$ cat config.mk
export PLATFORM = sky130hd
export DESIGN_NAME = spi_host_mmio
export DESIGN_NICKNAME = d
export VERILOG_FILES = /design/src/rtl/spi_host_pkg.sv /design/src/rtl/spi_host_fifo.sv /design/src/rtl/spi_host_shifter.sv /design/src/rtl/spi_host_mmio.sv
export SDC_FILE = /design/constraint.sdc
export NUM_CORES = 1
export LEC_CHECK = 0
export ABC_AREA = 1
export CORE_MARGIN = 5
export CORE_UTILIZATION = 25
export DETAILED_ROUTE_END_ITERATION = 12
export PLACE_DENSITY = 0.49
export SYNTH_ARGS = -nofsm -noshare
export SYNTH_HDL_FRONTEND = slang
export SYNTH_SLANG_ARGS = --single-unit
export TNS_END_PERCENT = 10
$ cat constraint.sdc
create_clock -name clk -period 3.1 [get_ports clk]
set_input_delay 0.31 -clock clk [delete_from_list [all_inputs] [get_ports clk]]
set_output_delay 0.31 -clock clk [all_outputs]
set_load 0.02 [all_outputs]
$ cat src/rtl/spi_host_pkg.sv
package spi_host_pkg;

   // word indices (byte offset >> 2)
   localparam logic [4:0] W_GIE   = 5'd7;   // 0x1C
   localparam logic [4:0] W_ISR   = 5'd8;   // 0x20
   localparam logic [4:0] W_IER   = 5'd10;  // 0x28
   localparam logic [4:0] W_SRST  = 5'd16;  // 0x40
   localparam logic [4:0] W_CTRL  = 5'd24;  // 0x60
   localparam logic [4:0] W_STAT  = 5'd25;  // 0x64
   localparam logic [4:0] W_TXD   = 5'd26;  // 0x68
   localparam logic [4:0] W_RXD   = 5'd27;  // 0x6C
   localparam logic [4:0] W_SEL   = 5'd28;  // 0x70
   localparam logic [4:0] W_TXOCC = 5'd29;  // 0x74
   localparam logic [4:0] W_RXOCC = 5'd30;  // 0x78

   // control bit positions
   localparam int C_LOOP = 0;
   localparam int C_EN   = 1;
   localparam int C_MST  = 2;
   localparam int C_CPOL = 3;
   localparam int C_CPHA = 4;
   localparam int C_TXFL = 5;
   localparam int C_RXFL = 6;
   localparam int C_MSEL = 7;
   localparam int C_HOLD = 8;
   localparam int C_LSB  = 9;

   localparam logic [9:0] CTRL_RST = 10'h180;
   localparam logic [7:0] SRST_KEY = 8'h0A;

   function automatic logic [7:0] rev8(input logic [7:0] v);
      logic [7:0] r;
      for (int i = 0; i < 8; i++) r[i] = v[7-i];
      return r;
   endfunction

endpackage

$ cat src/rtl/spi_host_fifo.sv
module spi_host_fifo #(
   parameter int W     = 8,
   parameter int DEPTH = 8,
   localparam int AW   = $clog2(DEPTH),
   localparam int CW   = AW + 1
) (
   input  logic          clk,
   input  logic          rst_n,
   input  logic          clr,
   input  logic          push,
   input  logic [W-1:0]  din,
   input  logic          pop,
   output logic [W-1:0]  dout,
   output logic [CW-1:0] count,
   output logic          empty,
   output logic          full
);
   generate
      if (DEPTH < 2 || (DEPTH & (DEPTH - 1)) != 0) begin : g_bad_depth
         $error("spi_host_fifo: DEPTH must be a power of two >= 2");
      end
   endgenerate

   logic [W-1:0]  mem [DEPTH];
   logic [AW:0]   wp_q, rp_q;
   logic          push_ok, pop_ok;

   assign count   = wp_q - rp_q;
   assign empty   = (count == '0);
   assign full    = (count == CW'(DEPTH));
   assign push_ok = push && !full;
   assign pop_ok  = pop && !empty;
   assign dout    = mem[rp_q[AW-1:0]];

   always_ff @(posedge clk or negedge rst_n) begin
      if (!rst_n) begin
         wp_q <= '0;
         rp_q <= '0;
      end else if (clr) begin
         wp_q <= '0;
         rp_q <= '0;
      end else begin
         if (push_ok) wp_q <= wp_q + 1'b1;
         if (pop_ok)  rp_q <= rp_q + 1'b1;
      end
   end

   always_ff @(posedge clk) begin
      if (push_ok) mem[wp_q[AW-1:0]] <= din;
   end

   // a push into a full queue must not change its occupancy
   a_r3_no_overflow: assert property (@(posedge clk) disable iff (!rst_n)
      (push && full && !pop && !clr) |=> (count == $past(count)));

endmodule

$ cat src/rtl/spi_host_shifter.sv
module spi_host_shifter #(
   parameter int HALF_DIV = 2,
   localparam int DW      = $clog2(HALF_DIV) + 1
) (
   input  logic       clk,
   input  logic       rst_n,
   input  logic       clr,
   input  logic       start_ok,
   input  logic [7:0] tx_byte,
   input  logic       cpol,
   input  logic       cpha,
   input  logic       lsb_first,
   input  logic       loopback,
   input  logic       miso,
   output logic       tx_pop,
   output logic       busy,
   output logic       sclk,
   output logic       mosi,
   output logic       rx_push,
   output logic [7:0] rx_byte
);
   import spi_host_pkg::*;

   logic       busy_q, sclk_q, tick, leading, smp, shf, last, rx_bit;
   logic [4:0] edge_q, edge_nx;
   logic [7:0] txsr_q, rxsr_q, rx_nx;

   generate
      if (HALF_DIV < 1) begin : g_bad_div
         $error("spi_host_shifter: HALF_DIV must be >= 1");
      end else if (HALF_DIV == 1) begin : g_no_div
         assign tick = busy_q;
      end else begin : g_div
         logic [DW-1:0] div_q;
         assign tick = busy_q && (div_q == DW'(HALF_DIV - 1));
         always_ff @(posedge clk or negedge rst_n) begin
            if (!rst_n)                 div_q <= '0;
            else if (clr || !busy_q || tick) div_q <= '0;
            else                        div_q <= div_q + 1'b1;
         end
      end
   endgenerate

   assign edge_nx = edge_q + 5'd1;
   assign leading = edge_nx[0];
   assign smp     = tick && (cpha ? !leading : leading);
   assign shf     = tick && (cpha ? (leading && edge_nx != 5'd1)
                                  : (!leading && edge_nx != 5'd16));
   assign last    = tick && (edge_nx == 5'd16);
   assign rx_bit  = loopback ? txsr_q[7] : miso;
   assign rx_nx   = smp ? {rxsr_q[6:0], rx_bit} : rxsr_q;

   assign tx_pop  = !busy_q && start_ok;
   assign rx_push = last;
   assign rx_byte = lsb_first ? rev8(rx_nx) : rx_nx;
   assign busy    = busy_q;
   assign sclk    = busy_q ? sclk_q : cpol;
   assign mosi    = txsr_q[7];

   always_ff @(posedge clk or negedge rst_n) begin
      if (!rst_n) begin
         busy_q <= 1'b0;
         sclk_q <= 1'b0;
         edge_q <= '0;
         txsr_q <= '0;
         rxsr_q <= '0;
      end else if (clr) begin
         busy_q <= 1'b0;
         sclk_q <= 1'b0;
         edge_q <= '0;
         txsr_q <= '0;
         rxsr_q <= '0;
      end else if (!busy_q) begin
         if (start_ok) begin
            busy_q <= 1'b1;
            sclk_q <= cpol;
            edge_q <= '0;
            txsr_q <= lsb_first ? rev8(tx_byte) : tx_byte;
         end
      end else if (tick) begin
         sclk_q <= ~sclk_q;
         edge_q <= edge_nx;
         rxsr_q <= rx_nx;
         if (shf)  txsr_q <= {txsr_q[6:0], 1'b0};
         if (last) busy_q <= 1'b0;
      end
   end

endmodule

$ cat src/rtl/spi_host_mmio.sv
module spi_host_mmio #(
   parameter int ADDR_W   = 7,
   parameter int TX_DEPTH = 8,
   parameter int RX_DEPTH = 8,
   parameter int NSS      = 4,
   parameter int HALF_DIV = 2,
   parameter int IRQ_W    = 9,
   localparam int TCW     = $clog2(TX_DEPTH) + 1,
   localparam int RCW     = $clog2(RX_DEPTH) + 1
) (
   input  logic              clk,
   input  logic              rst_n,
   input  logic [ADDR_W-1:0] bus_addr,
   input  logic              bus_wr,
   input  logic [31:0]       bus_wdata,
   input  logic              bus_rd,
   output logic [31:0]       bus_rdata,
   output logic              sclk,
   output logic              mosi,
   input  logic              miso,
   output logic [NSS-1:0]    ss_n
);
   import spi_host_pkg::*;

   generate
      if (ADDR_W < 7 || NSS < 1 || NSS > 32 || IRQ_W < 1 || IRQ_W > 32) begin : g_bad_cfg
         $error("spi_host_mmio: unsupported parameter set");
      end
   endgenerate

   logic [9:0]       ctrl_q;
   logic [NSS-1:0]   sel_q;
   logic             gie_q;
   logic [IRQ_W-1:0] isr_q, ier_q;

   logic             aligned, hit_hi;
   logic [4:0]       word;
   logic             wr_w, rd_w, srst;
   logic             tx_push, tx_pop, tx_empty, tx_full, tx_clr;
   logic             rx_push, rx_pop, rx_empty, rx_full, rx_clr;
   logic [7:0]       tx_head, rx_head, rx_byte;
   logic [TCW-1:0]   tx_cnt;
   logic [RCW-1:0]   rx_cnt;
   logic             busy, start_ok;
   logic [31:0]      rd_mux;

   generate
      if (ADDR_W > 7) begin : g_wide
         assign hit_hi = (bus_addr[ADDR_W-1:7] == '0);
      end else begin : g_narrow
         assign hit_hi = 1'b1;
      end
   endgenerate

   assign aligned = (bus_addr[1:0] == 2'b00) && hit_hi;
   assign word    = bus_addr[6:2];
   assign wr_w    = bus_wr && aligned;
   assign rd_w    = bus_rd && aligned;
   assign srst    = wr_w && (word == W_SRST) && (bus_wdata == 32'(SRST_KEY));

   assign tx_push  = wr_w && (word == W_TXD) && !tx_full;
   assign rx_pop   = rd_w && (word == W_RXD) && !rx_empty;
   assign tx_clr   = srst || (wr_w && (word == W_CTRL) && bus_wdata[C_TXFL]);
   assign rx_clr   = srst || (wr_w && (word == W_CTRL) && bus_wdata[C_RXFL]);
   assign start_ok = ctrl_q[C_EN] && ctrl_q[C_MST] && !ctrl_q[C_HOLD] && !tx_empty;

   spi_host_fifo #(.W(8), .DEPTH(TX_DEPTH)) u_txq (
      .clk, .rst_n, .clr(tx_clr), .push(tx_push), .din(bus_wdata[7:0]),
      .pop(tx_pop), .dout(tx_head), .count(tx_cnt), .empty(tx_empty), .full(tx_full));

   spi_host_fifo #(.W(8), .DEPTH(RX_DEPTH)) u_rxq (
      .clk, .rst_n, .clr(rx_clr), .push(rx_push), .din(rx_byte),
      .pop(rx_pop), .dout(rx_head), .count(rx_cnt), .empty(rx_empty), .full(rx_full));

   spi_host_shifter #(.HALF_DIV(HALF_DIV)) u_shf (
      .clk, .rst_n, .clr(srst), .start_ok,
      .tx_byte(tx_head), .cpol(ctrl_q[C_CPOL]), .cpha(ctrl_q[C_CPHA]),
      .lsb_first(ctrl_q[C_LSB]), .loopback(ctrl_q[C_LOOP]), .miso,
      .tx_pop, .busy, .sclk, .mosi, .rx_push, .rx_byte);

   assign ss_n = sel_q;

   always_ff @(posedge clk or negedge rst_n) begin
      if (!rst_n) begin
         ctrl_q <= CTRL_RST;
         sel_q  <= '1;
         gie_q  <= 1'b0;
         isr_q  <= '0;
         ier_q  <= '0;
      end else if (srst) begin
         ctrl_q <= CTRL_RST;
         sel_q  <= '1;
         gie_q  <= 1'b0;
         isr_q  <= '0;
         ier_q  <= '0;
      end else if (wr_w) begin
         case (word)
            W_CTRL: ctrl_q <= bus_wdata[9:0] & ~(10'(1) << C_TXFL) & ~(10'(1) << C_RXFL);
            W_SEL:  sel_q  <= bus_wdata[NSS-1:0];
            W_GIE:  gie_q  <= bus_wdata[31];
            W_ISR:  isr_q  <= bus_wdata[IRQ_W-1:0];
            W_IER:  ier_q  <= bus_wdata[IRQ_W-1:0];
            default: ;
         endcase
      end
   end

   always_comb begin
      rd_mux = '0;
      case (word)
         W_GIE:   rd_mux = {gie_q, 31'd0};
         W_ISR:   rd_mux = 32'(isr_q);
         W_IER:   rd_mux = 32'(ier_q);
         W_CTRL:  rd_mux = 32'(ctrl_q);
         W_STAT:  rd_mux = {26'd0, 1'b1, 1'b0, tx_full, tx_empty && !busy, rx_full, rx_empty};
         W_RXD:   rd_mux = rx_empty ? 32'd0 : {24'd0, rx_head};
         W_SEL:   rd_mux = 32'(sel_q);
         W_TXOCC: rd_mux = 32'(TCW'(tx_cnt - 1'b1));
         W_RXOCC: rd_mux = 32'(RCW'(rx_cnt - 1'b1));
         default: rd_mux = '0;
      endcase
   end

   always_ff @(posedge clk or negedge rst_n) begin
      if (!rst_n)      bus_rdata <= '0;
      else if (srst)   bus_rdata <= '0;
      else if (rd_w)   bus_rdata <= rd_mux;
   end

   // with the hold bit set an idle engine must stay idle
   a_r4_hold_blocks_start: assert property (@(posedge clk) disable iff (!rst_n)
      (ctrl_q[C_HOLD] && !busy) |=> !busy);

   // reading an empty receive queue yields zero
   a_r8_empty_read_zero: assert property (@(posedge clk) disable iff (!rst_n)
      (rd_w && word == W_RXD && rx_empty && !srst) |=> (bus_rdata == 32'd0));

   // key write restores control and select registers, empties queues
   a_r11_soft_reset: assert property (@(posedge clk) disable iff (!rst_n)
      srst |=> (ctrl_q == CTRL_RST && sel_q == '1 && tx_empty && rx_empty && !busy));

   // a dropped write leaves the TX count only reduced by an engine pop
   a_r3_full_write_dropped: assert property (@(posedge clk) disable iff (!rst_n)
      (wr_w && word == W_TXD && tx_full && !tx_clr)
         |=> (tx_cnt == $past(tx_cnt) - TCW'($past(tx_pop))));

endmodule

=== Yosys cells after proc, flatten, opt, wreduce, memory -nomap -nowiden ===
Memories as Yosys holds them, arrays and structs flattened.
Index checks and enable logic that the tools add are counted.

* Bits in writable memories: 128
* Register bits: 106
* Bits of input ports: 44
* Memories: 2
* Output and inout port bits: 38
* Word-level logic and storage cells: 171

* Reductions and logical operators: 62
* Equal/unequal tests: 20
* Multiplexer cells: 60
* Add/subtract/negate cells: 10
* Bitwise operators: 1

{| class="wikitable"
|+ Memories
! name !! depth !! width !! rd ports !! clocked after Yosys merged registers in !! write ports !! line !! text
|-
| u_rxq.mem || 8 || 8 || 1 || 0 || 1 || spi_host_fifo.sv:24 || <nowiki>logic [W-1:0] mem [DEPTH];</nowiki>
|-
| u_txq.mem || 8 || 8 || 1 || 0 || 1 || spi_host_fifo.sv:24 ||
|}

{| class="wikitable"
|+ Operators with widths
! operator !! number
|-
| 32-bit one-hot mux with 9 select lines || 1
|-
| 8-bit two-way mux || 12
|-
| 32-bit two-way mux || 2
|-
| 9-bit two-way mux || 6
|-
| 5-bit equality test (second input constant) || 9
|-
| 4-bit two-way mux || 11
|-
| 32-bit by 4-bit equality test with 1-bit output (second input constant) || 1
|-
| 10-bit two-way mux || 3
|-
| 1-bit logical AND || 26
|-
| 2-bit nonzero test || 13
|-
| 1-bit two-way mux || 20
|-
| 5-bit two-way mux || 4
|-
| 4-bit by 1-bit adder with 4-bit output (second input constant) || 4
|-
| 2-bit AND reduction || 7
|-
| 5-bit by 4-bit equality test with 1-bit output (second input constant) || 2
|-
| 4-bit equality test (second input constant) || 2
|-
| 4-bit logical NOT || 2
|-
| 4-bit by 1-bit subtractor with 4-bit output (second input constant) || 2
|-
| 4-bit subtractor || 2
|-
| 1-bit logical NOT || 7
|-
| 3-bit != test (second input constant) || 2
|-
| 5-bit by 1-bit adder with 5-bit output (second input constant) || 1
|-
| 5-bit by 3-bit equality test with 1-bit output (second input constant) || 1
|-
| 5-bit by 1-bit != test with 1-bit output (second input constant) || 1
|-
| 9 further kinds || 12
|}

=== Logic depth before layout (Yosys ltp) ===
* Word-level depth: 9
* Depth in mapped cells: 16
* Depth with buffers taken out: 15

=== Hierarchy ===
From an unflattened synthesis, not the netlist that was laid out.

* Cells, all modules: 1108
* Area, all modules: 10440.0 um2

{| class="wikitable"
|+ Modules (own cells, without submodules)
! module !! instances !! area an instance (um2) !! seq. area each (um2) !! cells each
|-
| spi_host_fifo at u_rxq || 1 || 3179.3 || 2122.0 || 276
|-
| spi_host_fifo at u_txq || 1 || 3150.5 || 2122.0 || 277
|-
| spi_host_mmio || 1 || 2567.5 || 1058.5 || 347
|-
| spi_host_shifter || 1 || 1542.7 || 625.6 || 208
|}

=== Worst setup path before layout ===
No wires, ideal clock.

* Path type: register -> register
* Start: register u_txq.rp_q[1]
* End: memory u_txq.mem[1][0], enable pin
* Cell stages (with the launch flop): 14
* Arrival time: 2.499 ns
* Path buffers: 2
* Period minus slack after synthesis: 2.883 ns
* Data required time: 2.717 ns
* Path slack: 0.217 ns
* Library setup time: 0.383 ns
* Cell sequence: dfrtp_1 buf_4 clkinv_1 buf_2 ha_1 a21oi_1 nand2_1 nand2_1 nand2_1 nand2_1 nand2_1 inv_1 nand2_1 nor3_1

* Word-level cells in the longest chain between the ends: 7

{| class="wikitable"
|+ Ends and longest elaborated chain
! element !! line !! text
|-
| start, declared || spi_host_fifo.sv:25 || <nowiki>logic [AW:0] wp_q, rp_q;</nowiki>
|-
| start signal, assigned || spi_host_fifo.sv:44 || <nowiki>if (pop_ok) rp_q <= rp_q + 1'b1;</nowiki>
|-
| 4-bit subtractor (*) || spi_host_fifo.sv:28 || <nowiki>assign count = wp_q - rp_q;</nowiki>
|-
| 4-bit equality test (*) || spi_host_fifo.sv:30 || <nowiki>assign full = (count == CW'(DEPTH));</nowiki>
|-
| 1-bit logical NOT (*) || spi_host_fifo.sv:31, spi_host_mmio.sv:61 ||
|-
| 1-bit logical AND || spi_host_mmio.sv:61 || <nowiki>assign tx_push = wr_w && (word == W_TXD) && !tx_full;</nowiki>
|-
| 1-bit logical AND (*) || spi_host_fifo.sv:31 || <nowiki>assign push_ok = push && !full;</nowiki>
|-
| 1-bit two-way mux (*) || spi_host_fifo.sv:49 || <nowiki>if (push_ok) mem[wp_q[AW-1:0]] <= din;</nowiki>
|-
| 1-bit two-way mux (implied by the code) (*) || spi_host_fifo.sv:49 ||
|-
| end, declared || spi_host_fifo.sv:24 ||
|}

Mark *: on every way between the ends. The rest lies on a longest branch, timed or not.

=== Final worst setup path ===
* Start: register u_rxq.rp_q[2]
* End: memory u_rxq.mem[1][7], enable pin

* Word-level cells in the longest chain between the ends: 6

{| class="wikitable"
|+ Ends and longest elaborated chain
! element !! line
|-
| start, declared || spi_host_fifo.sv:25
|-
| start signal, assigned || spi_host_fifo.sv:44
|-
| 4-bit subtractor || spi_host_fifo.sv:28
|-
| 4-bit equality test || spi_host_fifo.sv:30
|-
| 1-bit logical NOT || spi_host_fifo.sv:31
|-
| 1-bit logical AND || spi_host_fifo.sv:31
|-
| 1-bit two-way mux || spi_host_fifo.sv:49
|-
| 1-bit two-way mux (implied by the code) || spi_host_fifo.sv:49
|-
| end, declared || spi_host_fifo.sv:24
|}

No other way between the ends.

==> results.md <==
- Largest net degree at the start of global routing: 47
- First-pass detailed-route iteration total: 5
- Reg2Reg Launch Point: u_rxq.rp_q[2]$_DFFE_PN0P_
- Top-level I/O count: 82
- RSZ-0062 raised after global routing: false
- Num CTS Buffers: 26
- Initial antenna violation count: 0
- TritonCTS clock tree: built
- Distinct cells, synth: 43
- Fmax: between 300 and 400 MHz
- Critical Path RT: roughly 3.3 ns
- Hold WC Path Type: in -> async
- Max-cap violations: 0
- CTS max path bufs: 3
- Critical Path Slowest Stage Cell: dfrtp_1
- Die W: 214.6 um
- Antenna Cells: 0
- Avg Synthesized Cell Area: between 8 and 9 um^2
- Top cell type's share of synthesized area: 0.3672
- Worst Path Max Fanout: 10
- Die H: 214.6 um
- Vias in the first global route: 8002
- Std-Cell Rows: 75
- Delay-heaviest family, CP: simple AND/OR/NAND/NOR gates
- Share of layout cells above drive strength 1: 0.1037
- Setup TNS: 0 ns
- Slew @ Worst Pin: 0.6917 ns
- Endpoint class of the critical path: flop
- Total Routed Length: ~30000 um
- Final count of pins violating max slew: 0
- Post-CTS Resized: 0
- Placed insts: between 1500 and 2000
- Share of flip-flops with an asynchronous set or reset: 0.3934
- Critical Path Source Type: flop
- Setup violators final: 0
- Synth area leader: edfxtp_1
- Post-synthesis sequential area ratio: 0.5663
- Reg-to-reg endpoint: u_rxq.mem[1][7]$_DFFE_PP_
- WL/cell: around 16 um
- Worst setup path class: reg -> reg
- # Post-CTS Setup Buffers: 0
- CP most frequent cell: nand2_1
- Ys flop type: edfxtp_1
- Antenna viol nets, final: 0
- Crit path arrival time: about 3.0 ns
- Port-buffer cells: 60
- Initial DRC count: approximately 560
- Post-synth EDFFs: approximately 130
- Residual DRC: 0
- Syn-to-layout area delta: 22.27%
- R2R depth: 12
- Synth area leaders: edfxtp_1 (37%), dfrtp_1 (18%), nand2_1 (13%)
- Reg-to-reg setup timing slack: between 0.3 and 0.4 ns
- Place WS: approximately 0.33 ns
- Initial Util: 0.2513
- CP Buf/Inv Count: 3
- Fin cells: ~1800
- Vias: between 8000 and 9000
- Max Clock Skew: between 0.02 and 0.025 ns
- GRT Total Usage: 0.1273
- Final Wtd Congestion: between 0.7 and 0.8
- Period utilisation layout: 0.8815
- VDD IR-drop max: around 0.45 mV
- Final Critical Period: 2.733 ns
- Clock Sinks: about 210
- Lkg Pwr: about 5.4 nW
- Final Worst Setup Slack: roughly 0.37 ns
- Final Hold Vio Count: 0
- Worst skew pair latency: about 0.54 ns
- Crit-path max cell delay: 0.56 ns
- Outcome: completed
- Post-Synthesis Cells: approximately 1200
- Register bit total from synthesis: about 210
- Mapped Area: 10470 um^2
- Most frequent cells after synthesis: nand2_1 (351), nand3_1 (141), edfxtp_1 (128), nor2_1 (119), inv_1 (84)
- Most frequent cell after synthesis: nand2_1
- Die Area: between 40000 and 50000 um^2
- GR Overflow Total: 0
- Nets: ~1300
- Core region area: around 42000 um^2
- Cell Pwr Density: approximately 620 nW/um^2
- Slew margin rel.: 0.5389
- Hpwl dp: between 20000 and 25000 um
- Yosys warnings: 0
- Vias per cell: 4.442
- CP Cell Sequence: inv_1 -> ha_1 -> a21oi_1 -> nand2_1 -> nand2_1 -> nand2_1 -> nand2_1 -> nand2_2 -> nor2_1 -> inv_1 -> nor3_1 -> buf_4
- First-pass GRT wire length: roughly 47000 um
- Worst-path clk slew: 0.06 ns
- CTS root buf: clkbuf_16
- CTS H-tree depth: 1
## repair_timing
action / 4_1_cts / 5_1_grt
endpoints found under the setup margin: 0 / 0
hold endpoints to repair: 39 / 0
hold buffers: 1 / 0
## metrics by stage
step	hold WS [ns]	instance area, um^2	total power [mW]	utilization
finish	0.3509	12800	7.995	0.3072
global route	0.3998	12800	8.383	0.3072
CTS	0.3667	12800	8.097	0.3072
detailed placement	0.3988	11810	4.591	0.2833
global placement	0.3897	11810	4.576	0.2833
floorplan	0.01441	10540	4.084	-
## area by class of cell
| type | count | area, um^2 |
|---|---|---|
| Multi-Input combinational cell | 827 | 3899 |
| Clock buffer | 27 | 654.4 |
| Inverter | 94 | 355.3 |
| Timing Repair Buffer | 106 | 958.4 |
| Sequential cell | 211 | 5928 |
| Tap cell | 539 | 674.4 |
| Clock inverter | 18 | 330.3 |
| Fill cell | 4374 | 28870 |
## worst max-delay path by stage
stage	to	start	slack, ns	cells past startpoint
after floorplan	u_txq.mem[1][0]$_DFFE_PP_	u_txq.rp_q[1]$_DFFE_PN0P_	0.22	13
after global placement	u_rxq.mem[1][7]$_DFFE_PP_	u_rxq.rp_q[2]$_DFFE_PN0P_	0.38	12
after detailed placement	u_rxq.mem[1][6]$_DFFE_PP_	u_rxq.rp_q[2]$_DFFE_PN0P_	0.33	12
after CTS	u_rxq.mem[1][6]$_DFFE_PP_	u_rxq.rp_q[2]$_DFFE_PN0P_	0.33	12
after global routing	u_rxq.mem[1][6]$_DFFE_PP_	u_rxq.rp_q[2]$_DFFE_PN0P_	0.06	12
final	u_rxq.mem[1][7]$_DFFE_PP_	u_rxq.rp_q[2]$_DFFE_PN0P_	0.37	12
## logic make-up (layout without fill, tap and decap cells)
kind of cell / count (synthesis) / in the layout / share of synthesized area
AOI/OAI and AO/OA: 108 / 108 / 0.06119
buffers and inverters: 154 / 245 / 0.06848
adders and majority gates: 17 / 17 / 0.02175
and+or+nand+nor: 667 / 667 / 0.2698
other: 1 / 21 / 0.0003582
xor gates and xnor gates: 10 / 10 / 0.008367
muxes: 4 / 4 / 0.003825
DFF: 211 / 211 / 0.5663
## placed cells by master, fill, tap and decap left out, drive strengths merged
cell,n
xnor2,1
o21a,1
clkdlybuf4s50,59
dfrtp,77
fa,2
dlygate4sd3,1
inv,91
or2,4
a21oi,14
dfstp,6
o21ai,82
nor3,23
ha,15
xor2,9
a22o,2
nand4,12
clkinvlp,1
o221ai,2
a211oi,2
nand3,143
buf,46
nor4,1
clkbuf,27
mux2i,4
o211ai,4
clkinv,11
a221oi,1
edfxtp,128
conb,21
nand2,357
nor2,127
bufinv,9
## layer usage
layer / wire length [um] / global-route usage / vias to the layer above
li1: - / - / 4039
met5: 0 / 0 / -
met1: 14350 / 0.1832 / 3860
met3: 1427 / 0.01948 / 17
met2: 13710 / 0.2063 / 178
met4: 338 / 0.02298 / 0
## where the power goes
group | internal (mW) | total, mW | leakage, nW | switching (mW)
registers | 3.19 | 3.29 | 2.20 | 0.0980
logic | 0.426 | 1.23 | 2.74 | 0.802
clock network | 2.28 | 3.47 | 0.479 | 1.20
## registers in the layout, indices dropped and copies added (netlist names), 5 cells and up
| name | flops |
|---|---|
| ier_q | 9 |
| u_txq.mem | 64 |
| isr_q | 9 |
| u_shf.txsr_q | 8 |
| u_shf.edge_q | 5 |
| bus_rdata | 11 |
| ctrl_q | 8 |
| u_shf.rxsr_q | 8 |
| u_rxq.mem | 64 |
No activity file was read; power rests on OpenSTA's default activity.
